File: config.mk
export PLATFORM = sky130hd
export DESIGN_NAME = a429_rx
export DESIGN_NICKNAME = d
export VERILOG_FILES = /design/src/rtl/a429_rx.sv
export SDC_FILE = /design/constraint.sdc
export NUM_CORES = 2
export LEC_CHECK = 0
export BUFFER_PORTS_ARGS = -buffer_cell sky130_fd_sc_hd__buf_2
export CORE_MARGIN = 2
export CORE_UTILIZATION = 40
export DETAILED_ROUTE_END_ITERATION = 10
export PLACE_DENSITY_LB_ADDON = 0.05
export RECOVER_POWER = 100
export SYNTH_ARGS = -nofsm -noshare
export SYNTH_HDL_FRONTEND = slang
export SYNTH_SLANG_ARGS = --single-unit
File: constraint.sdc
create_clock -name clk -period 6.8 [get_ports clk]
set_clock_uncertainty 0.2 [all_clocks]
set_input_delay 2.04 -clock clk [delete_from_list [all_inputs] [get_ports clk]]
set_output_delay 2.04 -clock clk [all_outputs]
set_load 0.01 [all_outputs]
File: src/rtl/a429_rx.sv
module a429_rx #(
  parameter int CLK_KHZ = 1000,
  parameter int DEPTH   = 64,
  parameter int FILT    = 2
) (
  input  logic        clk,
  input  logic        rst_n,
  input  logic        rx_hi,
  input  logic        rx_lo,
  input  logic [1:0]  rate_sel,
  input  logic [8:0]  bus_addr,
  input  logic        bus_wr,
  input  logic        bus_rd,
  input  logic [31:0] bus_wdata,
  output logic [31:0] bus_rdata,
  output logic        irq
);
  localparam int AW       = $clog2(DEPTH);
  localparam int LW       = $clog2(DEPTH + 1);
  localparam int PER_FAST = CLK_KHZ / 100;
  localparam int PER_MID  = CLK_KHZ / 50;
  localparam int PER_SLOW = CLK_KHZ * 2 / 25;
  localparam int CW       = $clog2(3 * PER_SLOW + 1);
  localparam int FW       = $clog2(FILT + 1);

  logic [1:0]    hi_s, lo_s, cand, lvl, lvl_q;
  logic [FW-1:0] run;
  logic [CW-1:0] nrun, per;
  logic          armed, pre_gap, frm, ovf;
  logic [5:0]    bcnt;
  logic [31:0]   sh;
  logic [255:0]  lbl_en;
  logic [6:0]    thresh;
  logic [AW-1:0] wp, rp;
  logic [LW-1:0] level;
  logic [32:0]   mem [DEPTH];

  always_comb begin
    case (rate_sel)
      2'd0:    per = CW'(PER_FAST);
      2'd1:    per = CW'(PER_MID);
      default: per = CW'(PER_SLOW);
    endcase
  end

  wire [CW-1:0] end_lim = per + per;
  wire [CW-1:0] gap_lim = per + per + per;
  wire [1:0]    sym     = (hi_s[1] ^ lo_s[1]) ? {hi_s[1], lo_s[1]} : 2'b00;
  wire          is_null = (lvl == 2'b00);
  wire          bit_evt = (lvl != lvl_q) && !is_null;
  wire          end_evt = is_null && (bcnt != 6'd0) && (nrun >= end_lim - 1'b1);
  wire          word_ok = (bcnt == 6'd32) && pre_gap;
  wire          take    = end_evt && word_ok && lbl_en[sh[7:0]];

  wire          empty   = (level == '0);
  wire          full    = (level == LW'(DEPTH));
  wire          rd0     = bus_rd && (bus_addr == 9'd0);
  wire          pop     = rd0 && !empty;
  wire          push_ok = take && (!full || pop);
  wire          clr_ovf = bus_wr && (bus_addr == 9'd1) && bus_wdata[0];
  wire          clr_frm = bus_wr && (bus_addr == 9'd1) && bus_wdata[1];
  wire          unused_wd = &{1'b0, bus_wdata[31:7]};

  always_ff @(posedge clk or negedge rst_n) begin
    if (!rst_n) begin
      hi_s <= '0; lo_s <= '0; cand <= '0; run <= '0;
      lvl <= '0; lvl_q <= '0; nrun <= '0; armed <= 1'b0;
      pre_gap <= 1'b0; bcnt <= '0; sh <= '0; frm <= 1'b0;
    end else begin
      hi_s  <= {hi_s[0], rx_hi};
      lo_s  <= {lo_s[0], rx_lo};
      lvl_q <= lvl;
      if (sym != cand) begin
        cand <= sym;
        run  <= FW'(1);
      end else if (run < FW'(FILT)) begin
        run <= run + 1'b1;
      end
      if (run == FW'(FILT)) lvl <= cand;

      if (!is_null) nrun <= '0;
      else if (nrun < gap_lim) nrun <= nrun + 1'b1;

      if (bit_evt) armed <= 1'b0;
      else if (is_null && nrun >= gap_lim - 1'b1) armed <= 1'b1;

      if (clr_frm) frm <= 1'b0;
      if (end_evt) begin
        bcnt <= '0;
        if (!word_ok) frm <= 1'b1;
      end else if (bit_evt) begin
        sh <= {lvl[1], sh[31:1]};
        if (bcnt != 6'd33) bcnt <= bcnt + 1'b1;
        if (bcnt == 6'd0) pre_gap <= armed;
      end
    end
  end

  always_ff @(posedge clk or negedge rst_n) begin
    if (!rst_n) begin
      wp <= '0; rp <= '0; level <= '0; ovf <= 1'b0;
      thresh <= 7'd1; lbl_en <= '0;
    end else begin
      if (push_ok) wp <= (wp == AW'(DEPTH - 1)) ? '0 : wp + 1'b1;
      if (pop)     rp <= (rp == AW'(DEPTH - 1)) ? '0 : rp + 1'b1;
      if (push_ok && !pop)      level <= level + 1'b1;
      else if (pop && !push_ok) level <= level - 1'b1;
      if (clr_ovf) ovf <= 1'b0;
      if (take && full && !pop) ovf <= 1'b1;
      if (bus_wr && bus_addr[8]) lbl_en[bus_addr[7:0]] <= bus_wdata[0];
      if (bus_wr && bus_addr == 9'd2) thresh <= bus_wdata[6:0];
    end
  end

  always_ff @(posedge clk) begin
    if (push_ok) mem[wp] <= {~^sh, sh};
  end

  wire head_perr = !empty && mem[rp][32];

  always_comb begin
    if (bus_addr[8])
      bus_rdata = {31'd0, lbl_en[bus_addr[7:0]]};
    else begin
      case (bus_addr[7:0])
        8'd0:    bus_rdata = empty ? 32'd0 : mem[rp][31:0];
        8'd1:    bus_rdata = {16'(level), 11'd0, head_perr, frm, ovf, full, empty};
        8'd2:    bus_rdata = {25'd0, thresh};
        default: bus_rdata = {31'd0, unused_wd};
      endcase
    end
  end

  assign irq = (thresh != 7'd0) && ({25'd0, thresh} <= 32'(level));
endmodule

## Word-level counts from Yosys, hierarchy flattened

Memories as Yosys holds them, arrays and structs flattened.
Index checks and enable logic that the tools add are counted.
W data, S select, Z words.

| storage, ports and cells | value |
|---|---|
| bits in registers | 344 |
| latch bits | 0 |
| bits in writable memories | 2112 |
| ROM bits | 0 |
| input port bits | 49 |
| output and inout port bits | 33 |
| word-level logic and storage cells | 132 |
| memories | 1 |

| operators by class | value |
|---|---|
| $add $sub $neg | 11 |
| $mul | 0 |
| div/mod/pow operators | 0 |
| order comparisons | 8 |
| eq/ne operators | 14 |
| shift-type cells | 0 |
| mux-type cells | 32 |
| bitwise operators | 2 |
| reductions and logical operators | 46 |

Memories:

| name | words | bits a word | rd ports | clocked after Yosys merged registers in | write ports | RTL line | RTL |
|---|---|---|---|---|---|---|---|
| mem | 64 | 33 | 1 | 0 | 1 | 36 | `logic [32:0] mem [DEPTH];` |

Operator list:

| kind | number |
|---|---|
| $bwmux W256 | 1 |
| $pmux W32 S3 | 1 |
| $mux W32 | 2 |
| $reduce_xnor A32 Y1 | 1 |
| $mux W6 | 5 |
| $logic_and A1 B1 Y1 | 22 |
| $add A6 B1 Y6 const B | 3 |
| $eq A6 B6 Y1 const B | 3 |
| $lt A8 B9 Y1 const B | 2 |
| $add A8 B8 Y8 | 2 |
| $bmux W1 S8 | 2 |
| $ge A8 B8 Y1 | 2 |
| $mux W8 | 2 |
| $sub A8 B1 Y8 const B | 2 |
| $mux W7 | 2 |
| $pmux W7 S2 | 1 |
| $mux W1 | 12 |
| $reduce_bool A2 Y1 | 6 |
| $eq A9 B1 Y1 const B | 1 |
| $eq A9 B2 Y1 const B | 1 |
| $logic_not A9 Y1 | 1 |
| $add A8 B1 Y8 const B | 1 |
| $demux W1 S8 | 1 |
| $eq A8 B1 Y1 const B | 1 |
| other kinds (27) | 36 |

## Longest topological paths before layout

| logic depth | value |
|---|---|
| word-level depth | 13 |
| depth in mapped cells | 25 |

## Least setup slack after synthesis

Ideal clock, no wire load.

| timing path | value |
|---|---|
| kind | input to register |
| from | in bus_addr[3] |
| to | mem mem[52][0] (enable) |
| setup time | 464 ps |
| arrival time | 6679 ps |
| data required time | 6136 ps |
| path slack | -543 ps |
| stages on the path | 12 |
| path buffers | 4 |
| path through | buf_2 nor2_1 nand2_1 nor4_4 and2_1 clkinv_1 and3_1 or4_1 buf_2 buf_6 buf_6 nor3_1 |

| between the ends | value |
|---|---|
| word-level cells in the longest chain between the ends | 7 |

Ends and longest elaborated chain:

| item | RTL line | RTL |
|---|---|---|
| from (decl) | 11 | `input logic [8:0] bus_addr,` |
| $logic_not A9 Y1 | 57 | `wire rd0 = bus_rd && (bus_addr == 9'd0);` |
| $logic_and A1 B1 Y1 | 57 |  |
| $logic_and A1 B1 Y1 | 58 | `wire pop = rd0 && !empty;` |
| $logic_or A1 B1 Y1 | 59 | `wire push_ok = take && (!full \|\| pop);` |
| $logic_and A1 B1 Y1 | 59 |  |
| $mux W1 | 116 | `if (push_ok) mem[wp] <= {~^sh, sh};` |
| $mux W1 (implied by the code) | 116 |  |
| to (decl) | 36 |  |

Every way passes these cells.

## Final worst setup path

| timing path | value |
|---|---|
| from | in bus_addr[0] |
| to | out bus_rdata[0] |

| between the ends | value |
|---|---|
| word-level cells in the longest chain between the ends | 3 |
| elaborated cells between the ends (all ways) | 7 |
| those cells by class | 2 x eq/ne; 4 x mux; 1 x reduce/logical |

Ends and longest elaborated chain:

| item | RTL line | RTL |
|---|---|---|
| $bmux W1 S8, or another cell as far along | 123 | `bus_rdata = {31'd0, lbl_en[bus_addr[7:0]]};` |
| $mux W1 (implied by the code) or $pmux W32 S3 (tied branches) | 123, 125 |  |
| $mux W32 * | 122 | `if (bus_addr[8])` |
| to (decl) | 15 | `output logic [31:0] bus_rdata,` |

Mark *: on every way between the ends. The rest lies on a longest branch, timed or not. The select of a mux whose other input is x is not followed.

==> results.md <==
Global routing:
- The overall track demand over capacity in global routing is 22.95%.
- The number of antenna violations at the first check in global routing is 21.
- The maximum number of pins on one net before global-route repair is 131.
- The first-pass GRT wire length is 412800 µm.
- The sum of overflow across all layers after global routing is 0.
- The via count of the first global-routing pass was 52244.

STA:
- The post-route clock period utilization is 99.72%.
- The number of max-slew violations in the final report was 2206.
- For this run, the top clock speed supported by timing is 147.5 MHz.
- The minimum period implied by the final worst setup slack is 6781 ps.
- On the final layout, the worst hold slack is 149.4 ps.
- Setup violations remaining at the end of the flow were counted as 0.
- The total count of hold-check failures in the final report is 0.
- In this run the tightest slew margin relative to its limit is -114.0%.
- Setup repair after global routing could not meet its margin everywhere.
- At the pin with the least slew margin, the transition time is 3210 ps.

Synthesis:
- The count of cell types in the netlist is 75.
- The share of the synthesized area in the top cell type is 63.06%.
- The fraction of the mapped netlist area in compound gates is 0.9431%.
- The xor/xnor cell area share of the yosys netlist is 0.4790%.
- In the synthesized netlist the dominant register cell turns out to be sky130_fd_sc_hd__edfxtp_1.
- Counting flops and latches in the post-synthesis netlist gives 2456.
- The number of enable-type register cells in the synthesized netlist is 2112.
- The share of the Yosys chip area taken by registers is 71.62%.
- sky130_fd_sc_hd__edfxtp_1 takes more of the synthesized area than any other cell.
- By area the synthesized netlist is led by sky130_fd_sc_hd__edfxtp_1, sky130_fd_sc_hd__mux4_2, sky130_fd_sc_hd__dfrtp_1.
- After Yosys synthesis, and, or, nand and nor cells account for 2.955% of the synthesized area.
- The Yosys step of the flow raised 0 warnings.
- The average footprint of a synthesized cell is 20.77 µm².
- Synthesis produced 4841 cells.
- The proportion of register bits with asynchronous set or reset after synthesis is 14.01%.
- The post-synthesis cell area is 0.1006 mm².
- The multiplexer share of the synthesized area is 22.09%.
- By area, the combinational part of the netlist is dominated by multiplexers.
- After Yosys synthesis, full adders, half adders and majority gates account for 0.4927% of the synthesized area.

Job:
- Max-cap violations in this run came to 36.

Clock tree:
- The buffer levels on the longest clock path is 4.
- After clock tree synthesis, the clock-pin slew on the worst setup and hold paths is 60 ps.
- The number of H-tree levels is 5.
- Clock tree synthesis selected as its root buffer the cell sky130_fd_sc_hd__clkbuf_16.
- Counting the buffers created by CTS gives 291.
- TritonCTS built the clock tree.
- The clock insertion delay at the later pin of the skew report is 930 ps.
- For this design, the CTS-stage hold fixing added 0 buffers.
- The clock sink count is 2456.

Placement:
- After detailed placement, the total cell area comes to 0.1085 mm².
- Buffers placed on the I/O ports in this run total 56.
- The congestion estimate from routability-driven global placement came to 0.8010.
- The half-perimeter wire length after detailed placement is 172800 µm.

Routing:
- The average wire per cell in the routed design is 33.39 µm.
- The via count normalized by instance count is 5.774.
- The total routed wire length on the met1 layer is 131500 µm.
- The first-pass iteration count of the detailed router is 5.
- The routed layout has 50748 vias.
- Once detail routing completed, the nets flagged for antenna violations numbered 0.
- The final layout contains routed wiring with a total length of 293400 µm.
- In this run, the number of DRC markers left after iteration 0 of detailed routing was 5164.
- The detailed route wirelength on metal2 is 139600 µm.
- The top routing layer in use is met5.
- Summed over all nets, wire length on met3 after detailed routing comes to 15270 µm.
- The post-route DRC violation count is 0.

Finish:
- The share of final-layout standard cells stronger than drive strength 1 is 36.20%.
- In the final layout, flip-flops and latches occupy 0.07207 mm².
- The count of fill cells added during filler insertion is 20895.
- The top cell types in the final layout, fill and taps aside, are sky130_fd_sc_hd__edfxtp_1, sky130_fd_sc_hd__mux4_2, sky130_fd_sc_hd__dfrtp_1.
- The post-layout instance area is 0.1173 mm².
- Leaving out fill and tap cells, the most frequent cell in the layout is sky130_fd_sc_hd__edfxtp_1.
- The multi-input combinational cells in the finished layout cover a total of 0.02758 mm².
- The post-synthesis to final-layout area growth is 16.63%.
- The number of nets in the final layout is 5329.

Pwr:
- The internal power summed over all cells is 27300 µW.
- Registers are responsible for 51.3% of the overall power.
- Of the total power, the share spent switching nets is 23.11%.
- The static leakage is 0.03813 µW.
- In this run the power density over the cells is 302.7 mW/mm².
- The clock network accounts for 41.3% of the total power.
- Combinational logic burns 7.5% of the power.
- The analysis attributes to net switching a power of 8205 µW.
- Total power for the finished layout comes to 35500 µW.
- The worst-case IR drop observed on VDD is 0.0006209 V.

Die:
- The core region area is 0.2507 mm².
- The initial utilization of the core area, before any placement, comes to 40.11%.
- Measured along the y axis, the die boundary spans 505.4 µm.
- The number of rows created at floorplan is 184.
- The die footprint is 0.2554 mm².
- 82 I/O pins were placed.
- The floorplan die width is 505.4 µm.

Critical path:
- The flop-to-flop setup slack is 300 ps.
- For the worst setup path, the data arrival time is 4540 ps.
- STA classifies the critical path startpoint as an input pin.
- The largest fanout on the critical path is 8.
- The required time reported for the critical path endpoint is 4560 ps.
- The worst setup path is captured at a primary output.
- The classification of the worst setup path is in2out.

Hold path:
- The type of the most critical hold path is reg2reg.

Status:
- The run finished, with violations left.
- The checks that failed: capacitance limit, slew limit.
[logic make-up (layout without fill, tap and decap cells)]
family / after synthesis / in the layout
other cells: 2 / 8
buf+inv: 334 / 928
mux: 1174 / 1174
simple gates: 640 / 640
xor+xnor: 55 / 55
flops: 2456 / 2456
fa+ha+maj: 39 / 39
compound gates: 141 / 141
[cells in the mapped netlist, drive strengths merged, types with 2 or more instances]
| master | instances |
|---|---|
| a21o | 4 |
| nand3 | 32 |
| a311oi | 2 |
| mux2i | 67 |
| nor4b | 4 |
| a211oi | 7 |
| conb | 2 |
| a311o | 2 |
| xor2 | 12 |
| nand2 | 231 |
| nor2 | 173 |
| ha | 38 |
| o211ai | 5 |
| o22ai | 5 |
| a222oi | 2 |
| nand2b | 12 |
| or3b | 3 |
| dfrtp | 343 |
| a221oi | 2 |
| clkbuf | 186 |
| or4 | 2 |
| nor4 | 11 |
| nor3b | 4 |
| inv | 27 |
| o21ai | 34 |
| nor2b | 23 |
| and3 | 5 |
| mux2 | 301 |
| mux4 | 806 |
| a22oi | 30 |
| and2 | 20 |
| nor3 | 86 |
| a2bb2oi | 2 |
| buf | 120 |
| a31oi | 2 |
| edfxtp | 2112 |
| or3 | 5 |
| o21a | 4 |
| nand3b | 8 |
| a22o | 3 |
| nand4 | 16 |
| xnor2 | 43 |
| a21oi | 23 |
[layer usage]
metal  GRT usage, %  up-vias
li1               -    20790
met1          33.56    28099
met2          36.21     1441
met3          3.510      412
met4          5.643        6
met5              0        -
[state kept, by name, summed over array words and instances (netlist names), 6 cells and up]
signal / cells
bcnt: 6
lbl_en: 256
level: 7
mem: 2112
nrun: 8
rp: 6
sh: 32
thresh: 7
wp: 6
[critical path, cell delays in order]
cell and delay (ps):
sky130_fd_sc_hd__buf_12 110, sky130_fd_sc_hd__buf_12 140, sky130_fd_sc_hd__buf_8 130, sky130_fd_sc_hd__buf_4 110, sky130_fd_sc_hd__mux4_2 500, sky130_fd_sc_hd__mux4_2 470, sky130_fd_sc_hd__a22oi_2 210, sky130_fd_sc_hd__a21oi_2 90
sky130_fd_sc_hd__a21oi_2 140, sky130_fd_sc_hd__nor3b_2 80, sky130_fd_sc_hd__a211o_1 340, sky130_fd_sc_hd__buf_6 150
[final cells by class]
class	instances	area share, %
clock buffer	370	6.646
multi-input combinational	2052	23.52
antenna	5	0.01067
sequential	2456	61.45
tap	3348	3.571
inverter	28	0.08960
clock inverter	118	0.8448
timing repair buffer	412	3.874
[power groups by stage]
stage | logic, µW | clock network (µW) | registers [µW]
finish | 2650 | 14700 | 18200
global route | 2920 | 15600 | 18200
CTS | 2720 | 15000 | 18100
detailed placement | 2720 | 0 | 18400
global placement | 2610 | 0 | 18400
floorplan | 1010 | 0 | 18300
[what timing repair did]
item                                    4_1_cts  5_1_grt
resized for setup                            13       15
setup buffers                                 5        8
pin swaps                                     0        8
endpoints found under the setup margin       28        1
[path summary, 6_finish.rpt]
check	startpoint	endpoint	cells after the start
max in group asynchronous	rst_n	lbl_en[89]	2
max	bus_addr[0]	bus_rdata[0]	12
min reg2reg	lo_s[0]	lo_s[1]	0
min in group asynchronous	rst_n	thresh[6]	1
min	lo_s[0]	lo_s[1]	0
max reg2reg	sh[1]	mem[42][15]	11
[through the flow]
stage | utilization [%] | setup slack (ps) | TNS (ps) | std cells
floorplan | - | -543.2 | -699170 | 4842
global placement | 43.28 | -327.2 | -327.2 | 8283
detailed placement | 43.28 | -294.2 | -294.2 | 8283
CTS | 46.83 | -83.92 | -83.92 | 8776
global route | 46.78 | -24.05 | -24.05 | 8786
finish | 46.79 | 18.81 | 0 | 8789
Power figures use the tool's default switching activity.
